===== src/rtl/sig_iso_pkg.sv =====
package sig_iso_pkg;
  localparam int unsigned NUM_LINKS = 4;
  typedef enum logic [1:0] {LINK_N, LINK_E, LINK_S, LINK_W} link_e;
endpackage


===== src/rtl/sig_iso_local.sv =====
module sig_iso_local #(
  parameter int unsigned SIG_W = 16
) (
  input  logic             clk_i,
  input  logic             rst_ni,
  input  logic [SIG_W-1:0] sig_i,
  input  logic             sig_valid_i,
  output logic [SIG_W-1:0] sig_o,
  output logic             have_o
);
  always_ff @(posedge clk_i or negedge rst_ni) begin
    if (!rst_ni) begin
      have_o <= 1'b0;
      sig_o  <= '0;
    end else if (sig_valid_i && !have_o) begin
      have_o <= 1'b1;
      sig_o  <= sig_i;
    end
  end
endmodule


===== src/rtl/sig_iso_timer.sv =====
module sig_iso_timer #(
  parameter int unsigned TO_W = 8
) (
  input  logic            clk_i,
  input  logic            rst_ni,
  input  logic            run_i,
  input  logic [TO_W-1:0] limit_i,
  output logic            expire_o
);
  logic [TO_W-1:0] cnt_q;
  logic [TO_W-1:0] lim_m1;

  // zero window behaves as one cycle
  assign lim_m1   = (limit_i == '0) ? '0 : limit_i - 1'b1;
  assign expire_o = run_i && (cnt_q == lim_m1);

  always_ff @(posedge clk_i or negedge rst_ni) begin
    if (!rst_ni)
      cnt_q <= '0;
    else if (run_i && (cnt_q != {TO_W{1'b1}}))
      cnt_q <= cnt_q + 1'b1;
  end
endmodule


===== src/rtl/sig_iso_judge.sv =====
module sig_iso_judge #(
  parameter int unsigned SIG_W = 16
) (
  input  logic             clk_i,
  input  logic             rst_ni,
  input  logic [SIG_W-1:0] local_sig_i,
  input  logic             have_i,
  input  logic [SIG_W-1:0] rx_sig_i,
  input  logic             rx_valid_i,
  input  logic             tie_i,
  input  logic             io_i,
  input  logic             expire_i,
  output logic             en_o,
  output logic             resolved_o
);
  logic             got_q;
  logic [SIG_W-1:0] rx_q;

  // hold first reply, even if it precedes the local signature
  always_ff @(posedge clk_i or negedge rst_ni) begin
    if (!rst_ni) begin
      got_q <= 1'b0;
      rx_q  <= '0;
    end else if (rx_valid_i && !got_q && !resolved_o) begin
      got_q <= 1'b1;
      rx_q  <= rx_sig_i;
    end
  end

  always_ff @(posedge clk_i or negedge rst_ni) begin
    if (!rst_ni) begin
      en_o       <= 1'b1;
      resolved_o <= 1'b0;
    end else if (have_i && !resolved_o) begin
      if (io_i) begin
        resolved_o <= 1'b1;
      end else if (tie_i) begin
        resolved_o <= 1'b1;
        en_o       <= 1'b0;
      end else if (got_q) begin
        resolved_o <= 1'b1;
        if (rx_q != local_sig_i) en_o <= 1'b0;
      end else if (expire_i && !rx_valid_i) begin
        resolved_o <= 1'b1;
        en_o       <= 1'b0;
      end
    end
  end
endmodule


===== src/rtl/sig_iso_unit.sv =====
module sig_iso_unit #(
  parameter int unsigned SIG_W = 16,
  parameter int unsigned TO_W  = 8,
  localparam int unsigned NL   = sig_iso_pkg::NUM_LINKS
) (
  input  logic              clk_i,
  input  logic              rst_ni,
  input  logic [SIG_W-1:0]  local_sig_i,
  input  logic              local_sig_valid_i,
  input  logic [TO_W-1:0]   timeout_i,
  input  logic [NL-1:0]     tie_off_i,
  input  logic [NL-1:0]     io_port_i,
  input  logic [NL*SIG_W-1:0] rx_sig_i,
  input  logic [NL-1:0]     rx_valid_i,
  output logic [NL*SIG_W-1:0] tx_sig_o,
  output logic [NL-1:0]     tx_valid_o,
  output logic [NL-1:0]     link_en_o,
  output logic              done_o
);
  logic [SIG_W-1:0] sig_q;
  logic             have_q;
  logic             expire;
  logic [NL-1:0]    resolved;

  sig_iso_local #(.SIG_W(SIG_W)) u_local (
    .clk_i      (clk_i),
    .rst_ni     (rst_ni),
    .sig_i      (local_sig_i),
    .sig_valid_i(local_sig_valid_i),
    .sig_o      (sig_q),
    .have_o     (have_q)
  );

  sig_iso_timer #(.TO_W(TO_W)) u_timer (
    .clk_i   (clk_i),
    .rst_ni  (rst_ni),
    .run_i   (have_q && !done_o),
    .limit_i (timeout_i),
    .expire_o(expire)
  );

  for (genvar i = 0; i < NL; i++) begin : g_link
    sig_iso_judge #(.SIG_W(SIG_W)) u_judge (
      .clk_i      (clk_i),
      .rst_ni     (rst_ni),
      .local_sig_i(sig_q),
      .have_i     (have_q),
      .rx_sig_i   (rx_sig_i[i*SIG_W +: SIG_W]),
      .rx_valid_i (rx_valid_i[i]),
      .tie_i      (tie_off_i[i]),
      .io_i       (io_port_i[i]),
      .expire_i   (expire),
      .en_o       (link_en_o[i]),
      .resolved_o (resolved[i])
    );
    assign tx_sig_o[i*SIG_W +: SIG_W] = sig_q;
    assign tx_valid_o[i] = have_q && (io_port_i[i] || !tie_off_i[i]);
  end

  assign done_o = &resolved;
endmodule


===== config.mk =====
export PLATFORM = sky130hd
export DESIGN_NAME = sig_iso_unit
export DESIGN_NICKNAME = d
export VERILOG_FILES = /design/src/rtl/sig_iso_pkg.sv /design/src/rtl/sig_iso_local.sv /design/src/rtl/sig_iso_timer.sv /design/src/rtl/sig_iso_judge.sv /design/src/rtl/sig_iso_unit.sv
export SDC_FILE = /design/constraint.sdc
export NUM_CORES = 1
export LEC_CHECK = 0
export ABC_AREA = 1
export CAP_MARGIN = 20
export CORE_MARGIN = 2
export CORE_UTILIZATION = 48
export CTS_BUF_LIST = sky130_fd_sc_hd__clkbuf_8 sky130_fd_sc_hd__clkbuf_16
export DETAILED_ROUTE_END_ITERATION = 7
export PLACE_DENSITY = 0.81
export SLEW_MARGIN = 10
export SYNTH_ARGS = -nofsm -noshare
export SYNTH_HDL_FRONTEND = slang
export SYNTH_HIERARCHICAL = 1
export SYNTH_SLANG_ARGS = --single-unit

===== constraint.sdc =====
create_clock -name clk_i -period 2.45 [get_ports clk_i]
set_input_delay 0.49 -clock clk_i [delete_from_list [all_inputs] [get_ports clk_i]]
set_output_delay 0.49 -clock clk_i [all_outputs]
set_load 0.01 [all_outputs]

Yosys cells after proc, flatten, opt, wreduce, memory -nomap -nowiden
Index checks and enable logic that the tools add are counted.
Widths: inputs -> output; s select.
- register bits after elaboration: 101
- latch bits: 0
- RAM bits: 0
- ROM bits: 0
- input port bits: 103
- output and inout port bits: 73
- word-level logic and storage cells: 132
- memories: 0
- add/sub/neg operators: 2
- $mul: 0
- div/mod/pow operators: 0
- order comparisons: 0
- equality and inequality tests: 10
- shifts and indexed selects: 0
- multiplexer cells: 33
- bitwise operators: 4
- reduce and logical (&&, ||, !) cells: 64
- operator list (operator ; number):
    $ne 16x16->1 ; 4
    $mux 1 ; 32
    $logic_and 1x1->1 ; 24
    $reduce_and 4->1 ; 5
    $logic_not 1->1 ; 18
    $reduce_bool 4->1 ; 4
    $ne 3x3->1 const B ; 4
    $reduce_bool 3->1 ; 4
    $add 8x1->8 const B ; 1
    $eq 8x8->1 ; 1
    $logic_not 8->1 ; 1
    $mux 8 ; 1
    $ne 8x8->1 const B ; 1
    $reduce_and 2->1 ; 4
    $sub 8x1->8 const B ; 1
    $logic_or 1x1->1 ; 4
    $not 1->1 ; 4

Depth between registers and ports, before layout
Gate-level depths: netlist of run 1.
- word-level depth: 9
- depth in mapped cells: 17
- depth with buffers taken out: 17

By module
Netlist of run 1, hierarchy kept.
- modules (own cells, without submodules) (module ; times used ; cells an instance ; area each (µm²)):
    sig_iso_judge ; 4 ; 135 ; 1021.0
    sig_iso_timer ; 1 ; 124 ; 754.5
    sig_iso_local ; 1 ; 72 ; 718.2
    sig_iso_unit ; 1 ; 61 ; 416.6

Worst setup path before layout of run 1
OpenSTA, ideal clock, no wires.
- path type: input to register
- start: in timeout_i[0]
- end: reg g_link[0].u_judge.en_o
- library setup time: 0.082 ns
- arrival time: 2.083 ns
- path slack: 0.285 ns
- stages on the path: 15
- buffers on the path: 0
- cell sequence: inv_1 -> ha_1 -> nand2_1 -> nor2_4 -> nand2_2 -> nand3_1 -> nand2_1 -> nor2_1 -> nand3_1 -> nor2_1 -> inv_1 -> o21ai_1 -> o21ai_0 -> nor3_1 -> a21oi_1
- longest elaborated chain between the ends: 7
- elaborated cells on any way between the ends: 8
- those cells by class: add/sub (1); eq/ne (1); mux (1); reduce/logical (5)
- RTL lines (item ; RTL line ; RTL):
    start, declared ; sig_iso_unit.sv:10 ; input logic [TO_W-1:0] timeout_i,
    $sub 8x1->8 or $logic_not 8->1 (tied branches) ; sig_iso_timer.sv:14 ; assign lim_m1 = (limit_i == '0) ? '0 : limit_i - 1'b1;
    $mux 8 (*) ; sig_iso_timer.sv:14 ;
    $eq 8x8->1 (*) ; sig_iso_timer.sv:15 ; assign expire_o = run_i && (cnt_q == lim_m1);
    $logic_and 1x1->1 (*) ; sig_iso_timer.sv:15 ;
    net expire ; sig_iso_unit.sv:22 ; logic expire;
    $logic_and 1x1->1 (*) ; sig_iso_judge.sv:43 ; end else if (expire_i && !rx_valid_i) begin
    $reduce_bool 3->1 (no source line) (*) ; - ;
    $reduce_and 4->1 (no source line) (*) ; - ;
    end signal, assigned ; sig_iso_judge.sv:39 ; en_o <= 1'b0;
    end signal, assigned ; sig_iso_judge.sv:42 ; if (rx_q != local_sig_i) en_o <= 1'b0;
    end signal, assigned ; sig_iso_judge.sv:45 ; en_o <= 1'b0;
    end, declared ; sig_iso_judge.sv:13 ; output logic en_o,
The timed path passes the listed nets; every way through them passes the cells marked *.
A chain may end at the register's enable or synchronous reset.

Final worst setup path of run 1
- start: in io_port_i[2]
- end: out tx_valid_o[2]
- longest elaborated chain between the ends: 2
- RTL lines (item ; RTL line ; RTL):
    start, declared ; sig_iso_unit.sv:12 ; input logic [NL-1:0] io_port_i,
    $logic_or 1x1->1 ; sig_iso_unit.sv:57 ; assign tx_valid_o[i] = have_q && (io_port_i[i] || !tie_off_i[i]);
    $logic_and 1x1->1 ; sig_iso_unit.sv:57 ;
    end, declared ; sig_iso_unit.sv:16 ; output logic [NL-1:0] tx_valid_o,
No other way between the ends.

==> results of run 1 <==
[cell type report]
type | count | area, um2 | area share [%]
Multi-Input combinational cell | 506 | 2550 | 31.7
Sequential cell | 101 | 2530 | 31.6
Timing Repair Buffer | 195 | 1930 | 24.0
Inverter | 130 | 493 | 6.15
Clock buffer | 11 | 253 | 3.15
Tap cell | 168 | 210 | 2.62
Clock inverter | 5 | 58.8 | 0.733
[sequential cells by signal, indices dropped and copies added, names as in the netlist]
signal / flops
g_link.u_judge/en_o: 4
g_link.u_judge/got_q: 4
g_link.u_judge/resolved_o: 4
g_link.u_judge/rx_q: 64
u_local/have_o: 1
u_local/sig_o: 16
u_timer/cnt_q: 8
[Yosys cell counts (all sizes together)]
| master | instances |
|---|---|
| o21ai | 14 |
| nand3 | 32 |
| buf | 59 |
| mux2 | 24 |
| nor3 | 6 |
| dfstp | 4 |
| a21oi | 52 |
| ha | 2 |
| xor2 | 8 |
| dfrtp | 97 |
| clkbuf | 1 |
| nor2 | 104 |
| inv | 130 |
| nand2 | 236 |
| nand3b | 5 |
| xnor2 | 16 |
| nand4 | 7 |
[layer usage]
layer  global-route usage (%)  up-vias
met4                     11.2        0
met5                        0        -
met2                     41.3      173
met1                     30.4     2422
met3                     4.55       40
li1                         -     2670
[final timing paths]
path,startpoint,to,cells after the start
setup reg to reg,g_link[3].u_judge/resolved_o$_DFFE_PN0P_,g_link[2].u_judge/en_o$_DFFE_PN1P_,13
min in group clk_i,g_link[1].u_judge/en_o$_DFFE_PN1P_,g_link[1].u_judge/en_o$_DFFE_PN1P_,2
max in group asynchronous,rst_ni,u_local/sig_o[7]$_DFFE_PN0P_,2
hold / removal,rst_ni,g_link[3].u_judge/rx_q[10]$_DFFE_PN0P_,1
setup / recovery,io_port_i[2],tx_valid_o[2],4
hold reg to reg,g_link[1].u_judge/en_o$_DFFE_PN1P_,g_link[1].u_judge/en_o$_DFFE_PN1P_,2
[cells by family after synthesis]
family	Yosys count
adder cells (fa/ha/maj)	2
multiplexers	24
XOR/XNOR	24
flip-flops	101
buffers and inverters	190
AO/OA/AOI/OAI	66
AND/OR/NAND/NOR	390
[worst max-delay path, stage by stage]
cell and delay (ps):
clkdlybuf4s50_1 550, inv_1 60, a21oi_1 190, clkdlybuf4s50_1 570
[where the power goes]
part	leakage, nW	switching [W]	internal, W	total (W)
Combinational	2.76	0.000117	0.000185	0.000302
Clock	0.148	0.000631	0.000848	0.00148
Sequential	1.14	0.00000269	0.00167	0.00168
Total	4.04	0.000751	0.00271	0.00346
[metrics by stage]
| stage | util [%] | area [um2] | setup TNS [ps] | hold slack, ps |
|---|---|---|---|---|
| finish | 66.5 | 8020 | 0 | 105 |
| global route | 66.5 | 8020 | -8.94 | 148 |
| CTS | 65.9 | 7950 | 0 | 122 |
| detailed placement | 63.3 | 7640 | -1940 | 432 |
| global placement | 63.3 | 7640 | -1300 | 435 |
| floorplan | - | 5970 | 0 | 194 |
[placed cells by master (no fill, tap or decap), drive strengths merged]
master and n:
nand2 236, clkdlybuf4s50 171, inv 130, nor2 104, dfrtp 97, a21oi 52
nand3 32, mux2 24, buf 21, xnor2 16, o21ai 14, clkbuf 11
xor2 8, nand4 7, nor3 6, nand3b 5, dfstp 4, dlymetal6s2s 3
clkinvlp 2, clkinv 2, ha 2, bufinv 1
==> metrics.txt, run 1 <==
Startpoint Class=input pin; top area cells in the synthesized netlist=dfrtp_1 41%, nand2_1 14%, inv_1 7.7%; post-synthesis sequential area ratio=42.4%; largest net degree at the start of global routing=44; r2r setup slk=620 ps; Data required, critical path=1960 ps; Layout Nets=1048; net count after synthesis=902; status=finished clean; Inserted Clock Buffers=9; WL met3=910 um; placeable core area=12100 um2; Vias/cell=4.75; Final Max Slew Viols=0; Starting DRT DRC Count=331; synth warn=6; num rows=40; mux contribution to synthesized area=4.52%; Post-route DRC=0; WL met2=8060 um; Compound-Gate Fraction of Synth Area=5.53%; Placed Cells=1100; Longest Clk Path Bufs=2; Hold Path Class=in -> async; IO Pins=176; TritonCTS clock tree=built; number of port buffers=175; Post-Syn Area per Cell=7.49 um2; Post-Syn Area=5970 um2; CTS clk-pin slew, worst paths=70 ps; clock root buffer=clkbuf_16; Hold Buf Count CTS=0; iteration count of the initial detailed-routing pass=4; Total Wirelength=16100 um; post-synthesis register bit count=101; WS Path Type=in -> out; final hold viol count=0; Yosys top cell by area=dfrtp_1; die footprint=13400 um2; global route overflow=0; main combinational cell family by area after synthesis=simple AND/OR/NAND/NOR gates; final non-filler cell total=1116; Worst-Skew Late Latency=350 ps; gpl congestion=0.896; min Tclk post-route=2350 ps; Peak Freq=0.425 GHz; Post-Syn Instances=797; diode count=0; wl on met1=6540 um; Post-CTS Setup Bufs=0; fillers=1026; Final setup viols=0; Synth Area in Adders=0.419%; ANT nets after route=0; HPWL Detailed=11900 um; maximum vdd drop=0.331 mV; clk sinks=101; slew at the pin closest to its max-slew limit=650 ps; via count=5305; layout cells sized above 1=11.0%; Unique masters post-synth=30; Crit path arrival time=1860 ps; first-pass GRT wire length=24900 um; crit-path max FO=3; Place WS=-365 ps; # resized after CTS=0; die width=116 um; xor and xnor area share after synthesis=3.52%; Synth Area in Simple Gates=27.7%; CTS H-tree depth=3; detail-routed net length per standard cell=14.4 um; PwrDens=431 nW/um2; Max-slew headroom=56.7%; Chip Height=116 um; Final period util=96.1%; Total Power=0.00346 W; leak pwr=4.04 nW; Total GRT Usage=24.4%; Synth top area share=40.6%; Layout area overhead=34.3%; initial antenna violation count=0; fin worst setup slack=96.7 ps; Highest Signal Layer=met4; clock skew=6.09 ps; Initial Utilization=49.5%; vias in the first global route=5053; crit end category=output pin; maxcap violations=0
Power figures use the tool's default switching activity.
==> run 2, diff against run 1 <==
--- a/config.mk
+++ b/config.mk
@@ -12,6 +12,7 @@
 export CTS_BUF_LIST = sky130_fd_sc_hd__clkbuf_8 sky130_fd_sc_hd__clkbuf_16
 export DETAILED_ROUTE_END_ITERATION = 7
 export PLACE_DENSITY = 0.81
+export SKIP_LAST_GASP = 1
 export SLEW_MARGIN = 10
 export SYNTH_ARGS = -nofsm -noshare
 export SYNTH_HDL_FRONTEND = slang
==> results of run 2 <==
Same layout as run 1: the final DEF is identical, and so are final timing and power.
==> run 3, diff against run 2 <==
--- a/config.mk
+++ b/config.mk
@@ -7,7 +7,7 @@
 export LEC_CHECK = 0
 export ABC_AREA = 1
 export CAP_MARGIN = 20
-export CORE_MARGIN = 2
+export CORE_MARGIN = 10
 export CORE_UTILIZATION = 48
 export CTS_BUF_LIST = sky130_fd_sc_hd__clkbuf_8 sky130_fd_sc_hd__clkbuf_16
 export DETAILED_ROUTE_END_ITERATION = 7
==> metrics.txt, run 3 (same netlist as run 1, synthesis figures left out) <==
most frequent cells in the layout=225 x nand2_1, 169 x clkdlybuf4s50_1, 121 x inv_1; crit path buf inv count=1; largest net degree at the start of global routing=50; CP delay by family, top=flip-flops; Layout Nets=1051; num rows=40; placeable core area=12100 um2; IO Pins=176; Initial Utilization=49.3%; Vias/cell=4.74; gpl congestion=0.869; Post-route DRC=0; Hold Path Class=in -> async; min Tclk post-route=2290 ps; die width=132 um; Hold Buf Count CTS=0; met3 Track Usage GR=6.17%; leak pwr=4.10 nW; PwrDens=434 nW/um2; Total GRT Usage=19.6%; diode count=0; Starting DRT DRC Count=393; number of port buffers=175; Final Util=66.6%; final non-filler cell total=1119; met2 Track Usage GR=33.4%; vias in the first global route=5177; CP max stage delay=770 ps; CTS H-tree depth=3; max FFs per register=64; iteration count of the initial detailed-routing pass=4; final hold viol count=0; die footprint=17300 um2; WS Path Type=reg -> out; via count=5309; Crit path arrival time=1800 ps; clock skew=6.58 ps; GRT busiest layer=met2; Total Wirelength=17400 um; Final setup viols=0; Layout area overhead=35.0%; global route overflow=0; initial antenna violation count=1; maxcap violations=0; met1 Use GR=23.7%; fillers=1033; RSZ-0062 raised after global routing=no; Longest Clk Path Bufs=2; maximum vdd drop=0.336 mV; critical path's slowest cell=dfrtp_1; clk sinks=101; HPWL Detailed=13100 um; Inserted Clock Buffers=9; crit end category=output pin; crit-path max FO=13; Chip Height=132 um; status=finished clean; Startpoint Class=flip-flop; fin worst setup slack=157 ps; ANT nets after route=0; crit-path cells=clkdlybuf4s50_1; Max-slew headroom=55.1%; R2R Path Start=g_link[2].u_judge/resolved_o$_DFFE_PN0P_; Worst-Skew Late Latency=340 ps; slew at the pin closest to its max-slew limit=673 ps; TritonCTS clock tree=built; first-pass GRT wire length=27400 um; clock root buffer=clkbuf_16; commonest non-fill, non-tap cell in the layout=nand2_1; Final Max Slew Viols=0; Final period util=93.6%; Place WS=-330 ps; Regs by FF count=g_link.u_judge/rx_q (64), u_local/sig_o (16), u_timer/cnt_q (8); detail-routed net length per standard cell=15.5 um; Most flops, register=g_link.u_judge/rx_q; layout cells sized above 1=11.3%; Data required, critical path=1960 ps; Critical path origin=u_local/sig_o[11]$_DFFE_PN0P_; CTS clk-pin slew, worst paths=70 ps; Peak Freq=0.436 GHz; Placed Cells=1102
run 3: cell types whose count changed in the layout (fill, tap and decap cells not counted), moves of 2 or more:
cell,before,now
nor2_2,4,2
clkdlybuf4s50_1,171,169
inv_2,6,9
buf_4,18,22
o21ai_1,5,3
nor2_1,99,101
dlymetal6s2s_1,3,5
run 3: what timing repair did:
| action | CTS | global route |
|---|---|---|
| buffers inserted | 0 | 1 |
| setup endpoints to repair | 0 | 8 |
| gates resized for setup | 0 | 29 |
run 3: final cells by class:
cell class	instances	area [um2]	share of cell area (%)
Timing Repair Buffer	198	1950	24.2
Sequential cell	101	2530	31.4
Clock buffer	10	239	2.96
Multi-Input combinational cell	506	2560	31.7
Inverter	130	493	6.11
Tap cell	168	210	2.61
Clock inverter	6	80.1	0.993
run 3: worst paths after layout:
path	to	slack (ps)	depth (start not counted)
worst max register to register	g_link[0].u_judge/en_o$_DFFE_PN1P_	620	13
worst max-delay path	tx_sig_o[59]	160	1
min in group clk_i	g_link[3].u_judge/en_o$_DFFE_PN1P_	440	2
worst min-delay path	g_link[2].u_judge/rx_q[0]$_DFFE_PN0P_	90	1
max in group asynchronous	g_link[0].u_judge/en_o$_DFFE_PN1P_	1650	2
worst min register to register	g_link[3].u_judge/en_o$_DFFE_PN1P_	440	2
run 3: power by group:
group | switching, W | internal (W)
logic | 0.000120 | 0.000187
clock network | 0.000605 | 0.000914
registers | 0.00000237 | 0.00167
run 3: per-layer routing:
metal | part of all wire [%] | up-vias
met2 | 48 | 143
li1 | - | 2671
met1 | 44 | 2479
met3 | 6.9 | 14
met4 | 0.91 | 2
met5 | 0.12 | -
run 3: stage by stage:
stage               cell area (um2)  hold slack [ps]  power, W  TNS [ps]
floorplan                      5970              194   0.00176         0
global placement               7650              431   0.00200     -1360
detailed placement             7650              434   0.00201     -1900
CTS                            7970             94.6   0.00353         0
global route                   8070              119   0.00362         0
finish                         8070             88.4   0.00350         0
